$ cat config.mk
export PLATFORM = sky130hd
export DESIGN_NAME = uart_rx_buffer
export DESIGN_NICKNAME = d
export VERILOG_FILES = /design/src/rtl/rxb_pkg.sv /design/src/rtl/rxb_cfg.sv /design/src/rtl/rxb_ptrs.sv /design/src/rtl/rxb_store.sv /design/src/rtl/rxb_thresh.sv /design/src/rtl/uart_rx_buffer.sv
export SDC_FILE = /design/constraint.sdc
export NUM_CORES = 1
export LEC_CHECK = 0
export BUFFER_PORTS_ARGS = -buffer_cell sky130_fd_sc_hd__clkbuf_2
export CAP_MARGIN = 0
export CORE_MARGIN = 2
export CORE_UTILIZATION = 55
export DETAILED_ROUTE_END_ITERATION = 12
export PLACE_DENSITY = 0.8
export SYNTH_ARGS = -nofsm -noshare
export SYNTH_HDL_FRONTEND = slang
export SYNTH_SLANG_ARGS = --single-unit
$ cat constraint.sdc
create_clock -name clk -period 3.1 [get_ports clk]
set_input_delay 0.465 -clock clk [delete_from_list [all_inputs] [get_ports clk]]
set_output_delay 0.465 -clock clk [all_outputs]
set_load 0.05 [all_outputs]
$ cat src/rtl/rxb_pkg.sv
package rxb_pkg;

  localparam int CFG_W        = 4;
  localparam int STAT_W       = 8;
  localparam int ST_EMPTY_BIT = 2;
  localparam int ST_THR_BIT   = 3;
  localparam int CFG_MODE_BIT = 3;

  // Per-character error record; bit order matches the char_status byte
  typedef struct packed {
    logic ovr;
    logic frm;
    logic par;
  } rxb_err_t;

  // Number of characters the store accepts in the current mode
  function automatic int unsigned rxb_cap(input logic fifo_on, input int unsigned depth);
    return fifo_on ? depth : 32'd1;
  endfunction

  // Occupancy above which the threshold flag sets
  function automatic int unsigned rxb_limit(input logic fifo_on, input int unsigned code,
                                            input int unsigned depth);
    return fifo_on ? (depth / 2) + code : 32'd0;
  endfunction

endpackage

$ cat src/rtl/rxb_cfg.sv
module rxb_cfg
  import rxb_pkg::*;
#(
  parameter int CODE_W = 3
) (
  input  logic              clk,
  input  logic              rst_n,
  input  logic              wr_stb,
  input  logic              wr_sel,
  input  logic [CFG_W-1:0]  wr_data,
  output logic              fifo_on,
  output logic [CODE_W-1:0] thr_code,
  output logic              ack
);

  // Configuration field survives soft clear; only reset returns it to zero
  always_ff @(posedge clk or negedge rst_n) begin
    if (!rst_n) begin
      fifo_on  <= 1'b0;
      thr_code <= '0;
    end else if (wr_stb && !wr_sel) begin
      fifo_on  <= wr_data[CFG_MODE_BIT];
      thr_code <= wr_data[CODE_W-1:0];
    end
  end

  assign ack = wr_stb && wr_sel && wr_data[ST_THR_BIT];

endmodule

$ cat src/rtl/rxb_ptrs.sv
module rxb_ptrs
  import rxb_pkg::*;
#(
  parameter int DEPTH = 16,
  parameter int AW    = 4,
  parameter int CNT_W = 5
) (
  input  logic             clk,
  input  logic             rst_n,
  input  logic             soft_clr,
  input  logic             in_valid,
  input  logic             rd_stb,
  input  logic             fifo_on,
  output logic [AW-1:0]    head,
  output logic [AW-1:0]    tail,
  output logic [AW-1:0]    last_idx,
  output logic [CNT_W-1:0] count,
  output logic             push_ev,
  output logic             pop_ev,
  output logic             ovr_ev
);

  logic full;

  function automatic logic [AW-1:0] wrap_inc(input logic [AW-1:0] p);
    return (p == AW'(DEPTH - 1)) ? '0 : p + 1'b1;
  endfunction

  function automatic logic [AW-1:0] wrap_dec(input logic [AW-1:0] p);
    return (p == '0) ? AW'(DEPTH - 1) : p - 1'b1;
  endfunction

  assign full     = 32'(count) >= rxb_cap(fifo_on, DEPTH);
  assign pop_ev   = rd_stb && (count != '0) && !soft_clr;
  // A removal in the same cycle frees the slot the arrival needs
  assign push_ev  = in_valid && !soft_clr && (!full || pop_ev);
  assign ovr_ev   = in_valid && !soft_clr && full && !pop_ev;
  assign last_idx = wrap_dec(tail);

  always_ff @(posedge clk or negedge rst_n) begin
    if (!rst_n) begin
      head  <= '0;
      tail  <= '0;
      count <= '0;
    end else if (soft_clr) begin
      head  <= '0;
      tail  <= '0;
      count <= '0;
    end else begin
      if (pop_ev)  head <= wrap_inc(head);
      if (push_ev) tail <= wrap_inc(tail);
      case ({push_ev, pop_ev})
        2'b10:   count <= count + 1'b1;
        2'b01:   count <= count - 1'b1;
        default: count <= count;
      endcase
    end
  end

endmodule

$ cat src/rtl/rxb_store.sv
module rxb_store
  import rxb_pkg::*;
#(
  parameter int DEPTH  = 16,
  parameter int AW     = 4,
  parameter int DATA_W = 8
) (
  input  logic              clk,
  input  logic              rst_n,
  input  logic              soft_clr,
  input  logic              push_ev,
  input  logic [AW-1:0]     tail,
  input  logic [DATA_W-1:0] in_data,
  input  rxb_err_t          in_err,
  input  logic              ovr_ev,
  input  logic [AW-1:0]     last_idx,
  input  logic              pop_ev,
  input  logic [AW-1:0]     head,
  output logic [DATA_W-1:0] rd_data,
  output rxb_err_t          rd_err
);

  logic [DATA_W-1:0] data_q [DEPTH];
  rxb_err_t          err_q  [DEPTH];

  always_ff @(posedge clk) begin
    if (push_ev) data_q[tail] <= in_data;
  end

  // Flags live beside each byte; overrun is attached to the newest slot
  always_ff @(posedge clk or negedge rst_n) begin
    if (!rst_n) begin
      for (int s = 0; s < DEPTH; s++) err_q[s] <= '0;
    end else if (soft_clr) begin
      for (int s = 0; s < DEPTH; s++) err_q[s] <= '0;
    end else begin
      if (push_ev) err_q[tail] <= in_err;
      if (ovr_ev)  err_q[last_idx].ovr <= 1'b1;
    end
  end

  always_ff @(posedge clk or negedge rst_n) begin
    if (!rst_n) begin
      rd_data <= '0;
      rd_err  <= '0;
    end else if (soft_clr) begin
      rd_data <= '0;
      rd_err  <= '0;
    end else if (pop_ev) begin
      rd_data <= data_q[head];
      rd_err  <= err_q[head];
    end
  end

endmodule

$ cat src/rtl/rxb_thresh.sv
module rxb_thresh
  import rxb_pkg::*;
#(
  parameter int DEPTH  = 16,
  parameter int CNT_W  = 5,
  parameter int CODE_W = 3
) (
  input  logic              clk,
  input  logic              rst_n,
  input  logic              soft_clr,
  input  logic [CNT_W-1:0]  count,
  input  logic              fifo_on,
  input  logic [CODE_W-1:0] thr_code,
  input  logic              ack,
  output logic              above,
  output logic              flag
);

  assign above = 32'(count) > rxb_limit(fifo_on, 32'(thr_code), DEPTH);

  always_ff @(posedge clk or negedge rst_n) begin
    if (!rst_n)        flag <= 1'b0;
    else if (soft_clr) flag <= 1'b0;
    else               flag <= (flag && !ack) || above;
  end

endmodule

$ cat src/rtl/uart_rx_buffer.sv
module uart_rx_buffer
  import rxb_pkg::*;
#(
  parameter int DEPTH  = 16,
  parameter int DATA_W = 8
) (
  input  logic              clk,
  input  logic              rst_n,
  input  logic              soft_clr,
  input  logic              in_valid,
  input  logic [DATA_W-1:0] in_data,
  input  logic              in_par_err,
  input  logic              in_frm_err,
  input  logic              rd_stb,
  input  logic              wr_stb,
  input  logic              wr_sel,
  input  logic [CFG_W-1:0]  wr_data,
  output logic [DATA_W-1:0] rd_data,
  output logic [STAT_W-1:0] char_status,
  output logic [STAT_W-1:0] fifo_status,
  output logic              rx_req
);

  localparam int AW     = $clog2(DEPTH);
  localparam int CNT_W  = $clog2(DEPTH + 1);
  localparam int CODE_W = $clog2(DEPTH / 2);

  logic              fifo_on_w;
  logic [CODE_W-1:0] thr_code_w;
  logic              ack_w;
  logic [AW-1:0]     head_w, tail_w, last_w;
  logic [CNT_W-1:0]  count_w;
  logic              push_w, pop_w, ovr_w;
  logic              above_w, flag_w;
  rxb_err_t          in_err_w, rd_err_w;

  assign in_err_w = '{ovr: 1'b0, frm: in_frm_err, par: in_par_err};

  rxb_cfg #(.CODE_W(CODE_W)) cfg_i (
    .clk(clk), .rst_n(rst_n), .wr_stb(wr_stb), .wr_sel(wr_sel), .wr_data(wr_data),
    .fifo_on(fifo_on_w), .thr_code(thr_code_w), .ack(ack_w)
  );

  rxb_ptrs #(.DEPTH(DEPTH), .AW(AW), .CNT_W(CNT_W)) ptrs_i (
    .clk(clk), .rst_n(rst_n), .soft_clr(soft_clr), .in_valid(in_valid), .rd_stb(rd_stb),
    .fifo_on(fifo_on_w), .head(head_w), .tail(tail_w), .last_idx(last_w), .count(count_w),
    .push_ev(push_w), .pop_ev(pop_w), .ovr_ev(ovr_w)
  );

  rxb_store #(.DEPTH(DEPTH), .AW(AW), .DATA_W(DATA_W)) store_i (
    .clk(clk), .rst_n(rst_n), .soft_clr(soft_clr), .push_ev(push_w), .tail(tail_w),
    .in_data(in_data), .in_err(in_err_w), .ovr_ev(ovr_w), .last_idx(last_w),
    .pop_ev(pop_w), .head(head_w), .rd_data(rd_data), .rd_err(rd_err_w)
  );

  rxb_thresh #(.DEPTH(DEPTH), .CNT_W(CNT_W), .CODE_W(CODE_W)) thr_i (
    .clk(clk), .rst_n(rst_n), .soft_clr(soft_clr), .count(count_w), .fifo_on(fifo_on_w),
    .thr_code(thr_code_w), .ack(ack_w), .above(above_w), .flag(flag_w)
  );

  assign char_status = STAT_W'(rd_err_w);
  assign rx_req      = flag_w;

  always_comb begin
    fifo_status               = '0;
    fifo_status[ST_EMPTY_BIT] = (count_w == '0);
    fifo_status[ST_THR_BIT]   = flag_w;
  end

endmodule

# Yosys cells after proc, flatten, opt, wreduce, memory -nomap -nowiden
# Memories as Yosys holds them, arrays and structs flattened.
# Index checks and enable logic that the tools add are counted.
totals:
  ff_bits: 77
  ramBits: 128
  inputBits: 21
  out_inout_bits: 25
  elab_cells: 135
  n_memories: 1
memory_table:
  columns: ["memory", "words", "word_bits", "read_ports", "rd_clocked_by_memory_dff", "wr", "line", "text"]
  rows:
  - ["store_i.data_q", 16, 8, 1, 0, 1, "rxb_store.sv:23", "logic [DATA_W-1:0] data_q [DEPTH];"]
classes:
  addsub: 6
  magnitude_cmp: 7
  n_eq_ne: 4
  muxes: 31
  bitwise_logic: 3
  n_reduce_logical: 25
op_table:
  columns: ["cell", "n"]
  rows:
  - ["48-bit 2-to-1 mux", 4]
  - ["48-bit bitwise mux", 2]
  - ["5-bit by 32-bit >= comparator with 1-bit output", 1]
  - ["5-bit by 32-bit > comparator with 1-bit output", 1]
  - ["32-bit 2-to-1 mux", 1]
  - ["4-bit 2-to-1 mux", 7]
  - ["3-bit demux with 4-bit select", 2]
  - ["3-bit 2-to-1 mux", 6]
  - ["8-bit 2-to-1 mux", 2]
  - ["5-bit >= comparator (second input constant)", 3]
  - ["4-bit NOT with 5-bit output", 3]
  - ["3-bit binary-select mux with 4-bit select", 1]
  - ["1-bit logical AND", 12]
  - ["5-bit by 1-bit less-than comparator with 1-bit output (second input constant)", 2]
  - ["5-bit 2-to-1 mux", 2]
  - ["5-bit one-hot mux with 2 select lines", 1]
  - ["4-bit by 1-bit adder with 4-bit output (second input constant)", 2]
  - ["4-bit == test (second input constant)", 2]
  - ["4-bit by 3-bit adder with 5-bit output (first input constant)", 1]
  - ["5-bit by 1-bit adder with 5-bit output (second input constant)", 1]
  - ["1-bit zero test", 5]
  - ["5-bit zero test", 1]
  - ["5-bit nonzero test", 1]
  - ["5-bit by 1-bit subtractor with 5-bit output (second input constant)", 1]
  - ["8 further kinds", 12]

# Longest topological paths before layout
# Gate-level depths: netlist of the first run.
logic_depth:
  depth_word: 11
  mapped_depth: 11
  depth_no_buf: 10

# Modules after synthesis
# A second synthesis of the first run with hierarchy kept.
unflattened:
  cells_unflattened: 675
  hier_area_um2: 9296.4
modules_own_cells:
  columns: ["mod", "n_inst", "cells_per_inst", "area_each_um2", "seq_area_each_um2"]
  rows:
  - ["rxb_store", 1, 522, 7867.5, 5320.1]
  - ["rxb_ptrs", 1, 107, 985.9, 325.3]
  - ["rxb_thresh", 1, 21, 171.4, 25.0]
  - ["rxb_cfg", 1, 10, 166.4, 100.1]
  - ["uart_rx_buffer", 1, 15, 105.1, 0.0]

# Worst setup path before layout of the first run
# No wires, ideal clock.
synth_timing:
  path_type: "register to register"
  from: "reg ptrs_i.count[1]"
  to: "reg ptrs_i.count[4]"
  setup_time_ns: 0.088
  t_arrival_ns: 2.505
  required_ns: 3.012
  setup_slack_ns: 0.507
  path_stages_with_launch: 12
  n_path_buf: 1
  synth_period_minus_slack_ns: 2.593
  cell_sequence: "dfrtp_1 or3_1 buf_2 o211ai_1 or2_2 inv_1 ha_1 nor2b_1 o21a_1 o2111a_1 o21ai_0 nor3b_1"
synth_via:
  elab_chain_len: 8
  elab_cells_between_ends: 14
  classes_between: "add/sub (2); order compare (1); eq/ne (2); mux (2); reduce/logical (7)"
synth_lines:
  columns: ["element", "line", "text"]
  rows:
  - ["from (decl)", "rxb_ptrs.sv:17", "output logic [CNT_W-1:0] count,"]
  - ["from (signal assigned)", "rxb_ptrs.sv:53", "2'b10: count <= count + 1'b1;"]
  - ["from (signal assigned)", "rxb_ptrs.sv:54", "2'b01: count <= count - 1'b1;"]
  - ["from (signal assigned)", "rxb_ptrs.sv:55", "default: count <= count;"]
  - ["branches (longest 8 deep; another with 5-bit by 32-bit >= comparator with 1-bit output)", null, null]
# Several ways; the timed one is not identified.
# A chain may end at the register's enable or synchronous reset.

# Worst setup path in the final report of the first run
layout_timing:
  from: "reg ptrs_i.count[0]"
  to: "reg store_i.err_q[16] (netlist bit)"
layout_via:
  elab_chain_len: 10
  elab_cells_between_ends: 15
  classes_between: "order compare (1); mux (5); reduce/logical (9)"
layout_lines:
  columns: ["element", "line", "text"]
  rows:
  - ["branches (longest 8 deep; another with 5-bit by 32-bit >= comparator with 1-bit output)", null, null]
  - ["48-bit 2-to-1 mux (*)", "rxb_store.sv:38", "if (ovr_ev) err_q[last_idx].ovr <= 1'b1;"]
  - ["48-bit 2-to-1 mux (*)", "rxb_store.sv:34", "end else if (soft_clr) begin"]
  - ["to (signal, indexed assignment)", "rxb_store.sv:37", "if (push_ev) err_q[tail] <= in_err;"]
  - ["to (decl)", "rxb_store.sv:24", "rxb_err_t err_q [DEPTH];"]
# Mark *: on every way between the ends. The select of a mux whose other input is x is not followed.

==> summary.md, run 1 <==
| Metric | Value |
|---|---|
| Most numerous cell in the Yosys netlist | edfxtp_1 |
| Leakage | 3.84 nW |
| Root buffer cell | clkbuf_16 |
| Vias in the first global route | 5668 |
| Fillers | 1168 |
| CP Max Fanout | 13 |
| Synth Instances | between 600 and 700 |
| Remaining global-route overflow | 0 |
| Worst-Margin Slew | 1030 ps |
| Pwr dens | 705 nW/um2 |
| Hpwl dp | roughly 13000 um |
| Drt total wl | 20200 um |
| Setup crit end kind | flip-flop |
| Finished Layout Cells | 887 |
| Setup Viol. Count Final | 0 |
| Clock sinks | a little over 200 |
| R2R depth | 8 |
| FF-to-FF End | store_i.err_q[16]$_DFFE_PN0P_ |
| I/O Buffers | 34 |
| Initial antenna violation count | 1 |
| H-tree Lvls | 1 |
| Final Skew | 8.86 ps |
| Yosys Warn Count | 0 |
| Largest cells by area after synthesis | edfxtp_1 (42%), dfrtp_1 (21%), mux4_2 (11%) |
| Reg area | 5770 um2 |
| Post-cts resize count | 0 |
| Data arrival time of the worst path | 3190 ps |
| Req. time, crit path | 3430 ps |
| ANT nets after route | 0 |
| Die Y | ~130 um |
| Hold_buf cts | 0 |
| Pin count of the biggest net entering global routing | 78 |
| Post-synthesis cell type count | 49 |
| P&R area growth vs syn | 12.2% |
| Final instance area | 10400 um2 |
| CP endpoint | store_i.err_q[16]$_DFFE_PN0P_ |
| Min cycle time layout | 2860 ps |
| Area of the multi-input gates | 3230 um2 |
| TritonRoute pass-1 iters | 5 |
| Clk network pwr share | 31.4% |
| Setup crit start | ptrs_i.count[0]$_DFFE_PN0P_ |
| Full die area | 17900 um2 |
| Post-synth EDFFs | roughly 130 |
| FP Rows | 47 |
| Crit Path Class | flip-flop to flip-flop |
| Max Root-Sink Buffers | 3 |
| Final Cycle Share | 92.2% |
| GRT Total Usage | 23.5% |
| Rel. slew slack | 31.1% |
| Max-cap viol count | 0 |
| CTS Buf Count | 21 |
| CORE AREA | 16500 um2 |
| Final Hold Vio Count | 0 |
| NetSw | 2.24 mW |
| Synth top area share | between 40% and 50% |
| Crit start category | flip-flop |
| Worst-path clk slew | ~60 ps |
| Power share of the sequential group | 44.0% |
| Avg Synthesized Cell Area | around 15 um2 |
| Via Count | approximately 5500 |
| Post-synthesis sequential area ratio | 62.4% |
| Synth Flop Type | edfxtp_1 |
| Setup_tns | 0 ps |
| Commonest cells post-synth | edfxtp_1 (128), dfrtp_1 (77), mux2i_1 (59) |
| Number of post-CTS setup repair buffers | 0 |
| RSZ-0062 raised after global routing | false |
| Fmax | about 350 MHz |
| Ys async rst share | between 30% and 40% |
| Max IR drop VDD | ~540 uV |
| #FFs+latches synth | 205 |
| DP Area | between 9000 and 10000 um2 |
| Layout cells sized above 1 | 24.6% |
| Sw frac | 30.6% |
| Drt drc | 0 |
| CTS tree | built |
| Initial core utilization | 55.9% |
| Min-Delay Path Class | input port to asynchronous set/reset pin |
| Comb pwr share | 24.6% |
| Final nets | about 690 |
| R2R Setup Slk | 240 ps |
| R2R Path Start | ptrs_i.count[0]$_DFFE_PN0P_ |
| Final GP Congestion | 0.878 |
| Cell taking the most area after synthesis | edfxtp_1 |
| P_int | about 5.1 mW |
| First-pass GRT wire length | 31900 um |
| Cell Area, Synth | around 9200 um2 |
| Vias per cell | between 6 and 7 |
| Diode count | 0 |
| Outcome | finished, final reports clean |
| Final Max Slew Viols | 0 |
| Placed insts | 850 |
| Routed wire per std cell | 22.8 um |
| Worst-Skew Late Latency | 480 ps |
| Starting DRT DRC Count | 486 |
| Die X | 134 um |
| Num ports | 46 |
final cells by class:
type	instances	share of cell area, %
clock inverter	10	0.748
timing repair buffer	64	4.20
multi-input combinational	352	31.1
tap	220	2.65
sequential	205	55.7
inverter	9	0.326
clock buffer	27	5.28
sequential cells by signal, indices dropped and copies added, names as in the netlist:
signal	cells
ptrs_i.head	4
ptrs_i.count	5
store_i.err_q	48
store_i.rd_err	3
cfg_i.thr_code	3
store_i.data_q	128
thr_i.flag	1
ptrs_i.tail	4
store_i.rd_data	8
cfg_i.fifo_on	1
cells by family (layout without fill, tap and decap cells):
logic type	Yosys count	after routing	share of synthesized area [%]
AOI/OAI and AO/OA	79	79	6.47
xor gates and xnor gates	6	6	0.569
adders and majority gates	18	18	2.52
buffers and inverters	59	110	3.05
DFF	205	205	62.4
muxes	106	106	17.5
other	1	11	0.0406
and+or+nand+nor	132	132	7.43
layer usage:
| layer | GRT usage [%] | wire length (um) | vias to the layer above |
|---|---|---|---|
| met1 | 31.3 | 8030 | 2779 |
| met4 | 8.04 | 565 | 2 |
| met3 | 4.98 | 1610 | 39 |
| met2 | 39.0 | 10000 | 248 |
| li1 | - | - | 2386 |
| met5 | 0 | 13 | - |
metrics by stage:
stage	hold slack (ps)	power [mW]	utilization, %	setup WS [ps]
after floorplan	169	4.60	-	507
after global placement	478	5.00	59.0	380
after detailed placement	498	5.06	59.0	270
after CTS	207	7.36	62.8	239
after global routing	222	7.63	62.8	3.09
final	181	7.31	62.8	241
power by group through the flow:
stage          clock network (mW)  logic, mW  registers [mW]
2_1_floorplan                   0       1.30            3.29
5_1_grt                      2.45       1.94            3.24
6_report                     2.30       1.79            3.22
3_3_place_gp                    0       1.74            3.26
4_1_cts                      2.34       1.80            3.22
3_5_place_dp                    0       1.79            3.27
worst min-delay path by stage:
| stage | cells past startpoint | start | slack, ps | end |
|---|---|---|---|---|
| after floorplan | 0 | rst_n | 170 | cfg_i.fifo_on$_DFFE_PN0P_ |
| after global placement | 1 | store_i.err_q[2]$_DFF_PN0_ | 480 | store_i.err_q[2]$_DFF_PN0_ |
| after detailed placement | 1 | store_i.err_q[2]$_DFF_PN0_ | 500 | store_i.err_q[2]$_DFF_PN0_ |
| after CTS | 1 | rst_n | 210 | cfg_i.fifo_on$_DFFE_PN0P_ |
| after global routing | 2 | wr_data[1] | 220 | cfg_i.thr_code[1]$_DFFE_PN0P_ |
| final | 1 | rst_n | 180 | store_i.err_q[25]$_DFFE_PN0P_ |
cell usage in the layout (no fill, tap or decap), types with 9 or more instances in the layout:
| master | count |
|---|---|
| a21o_1 | 15 |
| nand3b_1 | 12 |
| conb_1 | 11 |
| a21oi_1 | 14 |
| a21oi_2 | 17 |
| clkbuf_16 | 21 |
| buf_4 | 28 |
| nor3b_1 | 15 |
| nand2_1 | 31 |
| edfxtp_1 | 128 |
| clkbuf_2 | 33 |
| dfrtp_1 | 75 |
| o221ai_1 | 11 |
| mux2i_1 | 59 |
| ha_1 | 17 |
| inv_1 | 9 |
| mux4_2 | 44 |
| nor2_1 | 45 |
worst max-delay path: stages (launching register included):
cell	delay [ps]
dfrtp_1	390
inv_1	110
ha_1	290
or3b_2	450
o22a_1	440
a21oi_2	480
buf_4	260
mux2i_1	220
nor2_1	70
Power figures use the tool's default switching activity.
==> run 2: changes to the inputs <==
--- a/config.mk
+++ b/config.mk
@@ -13,4 +13,5 @@
 export PLACE_DENSITY = 0.8
 export SYNTH_ARGS = -nofsm -noshare
 export SYNTH_HDL_FRONTEND = slang
+export SYNTH_HIERARCHICAL = 1
 export SYNTH_SLANG_ARGS = --single-unit
==> summary.md, run 2 <==
| Metric | Value |
|---|---|
| Outcome | finished, final reports clean |
| Starting DRT DRC Count | 623 (+28%) |
| Final Cycle Share | 92.3% (about the same) |
| Worst-path clk slew | 60 ps (about the same) |
| Diode count | 0 (unchanged) |
| Worst-Margin Slew | 1010 ps (-24.5 ps) |
| Min-Delay Path Class | input port to asynchronous set/reset pin |
| Setup crit end kind | flip-flop |
| Reg area | 5770 um2 (about the same) |
| Hold WS | 15.6 ps (-165 ps) |
| ANT nets after route | 0 (unchanged) |
| Commonest non-fill, non-tap cell in the layout | edfxtp_1 |
| CTS Buf Count | 22 (+4.8%) |
| Full die area | 17900 um2 (+0.44%) |
| Final Power | 7.12 mW (-2.6%) |
| Crit start category | flip-flop |
| Final nets | 759 (+9.7%) |
| Synth Instances | 672 (+11%) |
| Clock sinks | 205 (unchanged) |
| Drt total wl | 20700 um (+2.3%) |
| Fmax | 350 MHz (about the same) |
| Setup crit start | ptrs_i/count[1]$_DFFE_PN0P_ |
| Vias per cell | 6.11 (-0.68%) |
| Initial core utilization | 56.2% (+0.26 points) |
| GRT Total Usage | 23.8% (+0.29 points) |
| Setup_tns | 0 ps (unchanged) |
| Most frequent cells in the layout | edfxtp_1 (128), dfrtp_1 (76), nor2_1 (54), mux2_2 (53), a21oi_1 (45) |
| Max Root-Sink Buffers | 3 (unchanged) |
| Routed wire per std cell | 21.5 um (-5.5%) |
| Cell Area, Synth | 9280 um2 (+0.46%) |
| Worst-Skew Late Latency | 510 ps (+30 ps) |
| Vias in the first global route | 6030 (+6.4%) |
| Via Count | 5863 (+7.5%) |
| Pin count of the biggest net entering global routing | 56 (-28%) |
| Min cycle time layout | 2860 ps (+1.42 ps) |
| Req. time, crit path | 3510 ps (+80 ps) |
| Area of the multi-input gates | 3300 um2 (+2.2%) |
| FP Rows | 47 (unchanged) |
| Fillers | 1221 (+4.5%) |
| RSZ-0062 raised after global routing | true |
| Final Hold Vio Count | 0 (unchanged) |
| Yosys Warn Count | 6 (+6) |
| Num ports | 46 (unchanged) |
| Largest register by flop count | store_i/data_q |
| Data arrival time of the worst path | 3280 ps (+90 ps) |
| Final Skew | 17.4 ps (+8.54 ps) |
| I/O Buffers | 34 (unchanged) |
| Hpwl dp | 13500 um (+4.5%) |
| P&R area growth vs syn | 12.4% |
| Place WS | 195 ps (-74.1 ps) |
| Max-cap viol count | 0 (unchanged) |
| Remaining global-route overflow | 0 (unchanged) |
| CORE AREA | 16500 um2 (unchanged) |
| Number of post-CTS setup repair buffers | 0 (unchanged) |
| Die X | 134 um (+0.22%) |
| First-pass GRT wire length | 32900 um (+3.1%) |
| Drt drc | 0 (unchanged) |
| Initial antenna violation count | 0 (-1) |
| Die Y | 134 um (+0.22%) |
| Max IR drop VDD | 438 uV (-19%) |
| R2R Path Start | ptrs_i/count[1]$_DFFE_PN0P_ |
| Max FFs per register | 128 (unchanged) |
| Final Max Slew Viols | 0 (unchanged) |
| CTS tree | built |
| Root buffer cell | clkbuf_16 |
| Leakage | 3.94 nW (+2.7%) |
| Layout cells sized above 1 | 25.4% (+0.82 points) |
| Post-route setup slack | 239 ps (-1.41 ps) |
| Rel. slew slack | 32.5% (+1.4 points) |
| Final GP Congestion | 0.861 (-2.0%) |
| TritonRoute pass-1 iters | 5 (unchanged) |
| Crit Path Class | flip-flop to flip-flop |
| H-tree Lvls | 1 (unchanged) |
| Biggest regs | store_i/data_q x128, store_i/err_q x48, store_i/rd_data x8 |
| Pwr dens | 682 nW/um2 (-3.3%) |
| Setup Viol. Count Final | 0 (unchanged) |
| CP Max Fanout | 7 (-6) |
| Avg Synthesized Cell Area | 13.8 um2 (-9.4%) |
==> run 2: changes by cell type in the layout (fill, tap and decap cells not counted), moves of 12 or more <==
cell     change
mux4_2      -22
o22ai_1     +21
mux2i_1     -22
o21ai_0     +17
nor3b_1     -12
a21oi_1     +31
mux2_2      +50
a21o_1      -14
a21oi_2     -17
==> run 2: area by class of cell <==
| cell class | instances | area share [%] |
|---|---|---|
| clock inverters | 8 | 0.515 |
| multi-input cells | 421 | 31.6 |
| well taps | 220 | 2.64 |
| repair buffers | 60 | 3.64 |
| inverters | 14 | 0.575 |
| clock buffers | 32 | 5.73 |
| flip-flops and latches | 205 | 55.3 |
==> run 2: path summary, 6_finish.rpt <==
| kind | cells past startpoint | slack, ps | to |
|---|---|---|---|
| worst max register to register | 11 | 240 | ptrs_i/count[4]$_DFFE_PN0P_ |
| worst max-delay path | 11 | 240 | ptrs_i/count[4]$_DFFE_PN0P_ |
| worst min register to register | 1 | 510 | cfg_i/thr_code[0]$_DFFE_PN0P_ |
| max in group asynchronous | 2 | 2400 | store_i/err_q[15]$_DFFE_PN0P_ |
| worst min-delay path | 1 | 20 | store_i/rd_data[6]$_DFFE_PN0P_ |
| min in group clk | 2 | 200 | cfg_i/thr_code[0]$_DFFE_PN0P_ |
==> run 2: what timing repair did <==
action	4_1_cts	5_1_grt
hold buffers	0	0
endpoints found under the setup margin	0	9
resized for setup	0	3
==> run 2: through the flow <==
step,cell area (um2),util [%],instances
2_1_floorplan,9360,-,689
3_3_place_gp,9770,59.2,920
3_5_place_dp,9770,59.2,920
4_1_cts,10400,63.1,960
5_1_grt,10400,63.2,960
6_report,10400,63.2,960
==> run 2: report_power, final <==
group / switching [mW] / internal [mW]
clock: 1.02 / 1.35
sequential: 0.146 / 3.02
combinational: 0.917 / 0.666
==> run 2: worst max-delay path, stage by stage (launching register included) <==
cell and delay [ps]:
dfrtp_1 460, or3_4 460, o31ai_4 290, nor2_1 150, nand2_1 130, inv_1 80
ha_1 310, nor2b_1 140, o21a_1 190, o2111a_1 240, o21ai_0 130, nor3b_1 180
==> run 2: layer usage <==
metal  GRT usage, %  vias to the layer above  share of wire, %
li1               -                     2611                 -
met1           30.5                     2960                39
met2           42.6                      244                52
met3           3.33                       48               6.1
met4           6.80                        0               2.6
met5              0                        -                 0
==> run 3: changes to the inputs <==
--- a/config.mk
+++ b/config.mk
@@ -11,6 +11,7 @@
 export CORE_UTILIZATION = 55
 export DETAILED_ROUTE_END_ITERATION = 12
 export PLACE_DENSITY = 0.8
+export REMOVE_ABC_BUFFERS = 1
 export SYNTH_ARGS = -nofsm -noshare
 export SYNTH_HDL_FRONTEND = slang
 export SYNTH_HIERARCHICAL = 1
==> summary.md, run 3 (synthesis gave the netlist of run 2 again) <==
| Metric | Value |
|---|---|
| Fillers | 1193 (-2.3%) |
| Final instance area | 10500 um2 (+0.71%) |
| CTS Buf Count | 22 (unchanged) |
| Final Max Slew Viols | 0 (unchanged) |
| Post-cts resize count | 0 (unchanged) |
| ANT nets after route | 0 (unchanged) |
| FP Rows | 47 (unchanged) |
| Vias per cell | 6.01 (-1.6%) |
| Max Root-Sink Buffers | 3 (unchanged) |
| Clock sinks | 205 (unchanged) |
| Drt drc | 0 (unchanged) |
| Crit start category | flip-flop |
| Crit Path Class | flip-flop to flip-flop |
| Biggest regs | store_i/data_q x128, store_i/err_q x48, store_i/rd_data x8 |
| Full die area | 17900 um2 (unchanged) |
| Max IR drop VDD | 673 uV (+54%) |
| Setup Viol. Count Final | 0 (unchanged) |
| Initial antenna violation count | 0 (unchanged) |
| Min cycle time layout | 2910 ps (+45.2 ps) |
| Final GP Congestion | 0.845 (-1.8%) |
| Pwr dens | 697 nW/um2 (+2.2%) |
| Diode count | 0 (unchanged) |
| Via Count | 5784 (-1.3%) |
| Req. time, crit path | 3260 ps (-250 ps) |
| RSZ-0062 raised after global routing | false |
| Largest register by flop count | store_i/data_q |
| TritonRoute pass-1 iters | 5 (unchanged) |
| DP Area | 9790 um2 (+0.15%) |
| Final Hold Vio Count | 1 (+1) |
| Hold WS | -5.04 ps (-20.6 ps) |
| Routed wire per std cell | 20.7 um (-4.1%) |
| CP Max Fanout | 8 (+1) |
| Failing checks | negative hold slack |
| Max FFs per register | 128 (unchanged) |
| Final nets | 761 (+0.26%) |
| P&R area growth vs syn | 13.2% |
| Fmax | 344 MHz (-1.6%) |
| Rel. slew slack | 35.2% (+2.7 points) |
| Outcome | finished with violations |
| Worst-path clk slew | 60 ps (about the same) |
| Data arrival time of the worst path | 3070 ps (-210 ps) |
| Remaining global-route overflow | 0 (unchanged) |
| Final Cycle Share | 93.7% (+1.5 points) |
| H-tree Lvls | 1 (unchanged) |
| Worst-Skew Late Latency | 490 ps (-20 ps) |
| Starting DRT DRC Count | 422 (-32%) |
| Initial core utilization | 56.2% (unchanged) |
| CTS tree | built |
| Commonest non-fill, non-tap cell in the layout | edfxtp_1 |
| Final Skew | 7.22 ps (-10.2 ps) |
| Die X | 134 um (unchanged) |
| Setup crit end kind | flip-flop |
| First-pass GRT wire length | 31700 um (-3.8%) |
| Setup_tns | 0 ps (unchanged) |
| GRT Total Usage | 22.6% (-1.2 points) |
| Vias in the first global route | 5941 (-1.5%) |
| Min-Delay Path Class | input port to asynchronous set/reset pin |
| Die Y | 134 um (unchanged) |
| Hpwl dp | 13100 um (-2.6%) |
| Pin count of the biggest net entering global routing | 60 (+7.1%) |
| Max-cap viol count | 0 (unchanged) |
| Layout cells sized above 1 | 25.7% (+0.34 points) |
| Num ports | 46 (unchanged) |
| Worst-Margin Slew | 971 ps (-37.5 ps) |
| Most frequent cells in the layout | edfxtp_1 (128), dfrtp_1 (76), nor2_1 (54), mux2_2 (53), a21oi_1 (45) |
| CORE AREA | 16500 um2 (unchanged) |
| Hold_buf cts | 0 (unchanged) |
| Root buffer cell | clkbuf_16 |
| Leakage | 3.99 nW (+1.1%) |
| Drt total wl | 19900 um (-3.9%) |
| Number of post-CTS setup repair buffers | 0 (unchanged) |
| I/O Buffers | 34 (unchanged) |
-- run 3: changes by cell type in the layout (fill, tap and decap cells not counted), sizes merged --
cell	previous run	this run
buf	27	29
bufinv	0	2
clkbuf	65	66
clkinv	7	3
inv	13	14
-- run 3: final cells by class --
class | count | area [um2] | area share (%)
Sequential cell | 205 | 5770 | 54.9
Multi-Input combinational cell | 421 | 3290 | 31.3
Clock buffer | 33 | 633 | 6.02
Timing Repair Buffer | 62 | 395 | 3.76
Tap cell | 220 | 275 | 2.62
Clock inverter | 7 | 86.3 | 0.821
Inverter | 14 | 56.3 | 0.536
-- run 3: worst paths after layout --
kind	slack, ps	endpoint	depth (start not counted)	startpoint
max	190	store_i/data_q[2][7]$_DFFE_PP_	9	cfg_i/fifo_on$_DFFE_PN0P_
min	-5	store_i/rd_data[6]$_DFFE_PN0P_	1	rst_n
max reg2reg	190	store_i/data_q[2][7]$_DFFE_PP_	9	cfg_i/fifo_on$_DFFE_PN0P_
min reg2reg	520	store_i/rd_data[4]$_DFFE_PN0P_	1	store_i/rd_data[4]$_DFFE_PN0P_
max in group asynchronous	2420	ptrs_i/count[1]$_DFFE_PN0P_	2	rst_n
min in group clk	220	cfg_i/thr_code[0]$_DFFE_PN0P_	2	wr_data[0]
-- run 3: power by group --
group / switching [mW] / total [mW] / internal (mW)
Clock: 1.01 / 2.59 / 1.58
Sequential: 0.251 / 3.27 / 3.02
Combinational: 0.819 / 1.47 / 0.650
Total: 2.08 / 7.32 / 5.24
-- run 3: metrics by stage --
stage	util [%]	std cells	power, mW	hold slack [ps]	setup WS (ps)
after CTS	63.6	962	7.36	15.7	108
after detailed placement	59.2	922	4.78	503	126
after floorplan	-	640	4.35	169	-222
final	63.6	962	7.32	-5.04	194
after global placement	59.2	922	4.72	492	239
after global routing	63.6	962	7.60	44.4	6.86
-- run 3: metal layers --
| metal | routed length, um | track usage [%] | up-vias |
|---|---|---|---|
| li1 | - | - | 2595 |
| met1 | 7970 | 29.2 | 2912 |
| met2 | 10200 | 40.3 | 230 |
| met3 | 1170 | 3.10 | 47 |
| met4 | 546 | 6.32 | 0 |
| met5 | 0 | 0 | - |
-- run 3: critical path: stages (launching register included) --
cell	delay (ps)
dfrtp_1	420
inv_1	100
ha_1	320
nor2_1	180
a31o_2	210
o21ai_4	90
nor2_1	150
or3b_1	440
or2_2	390
inv_1	280
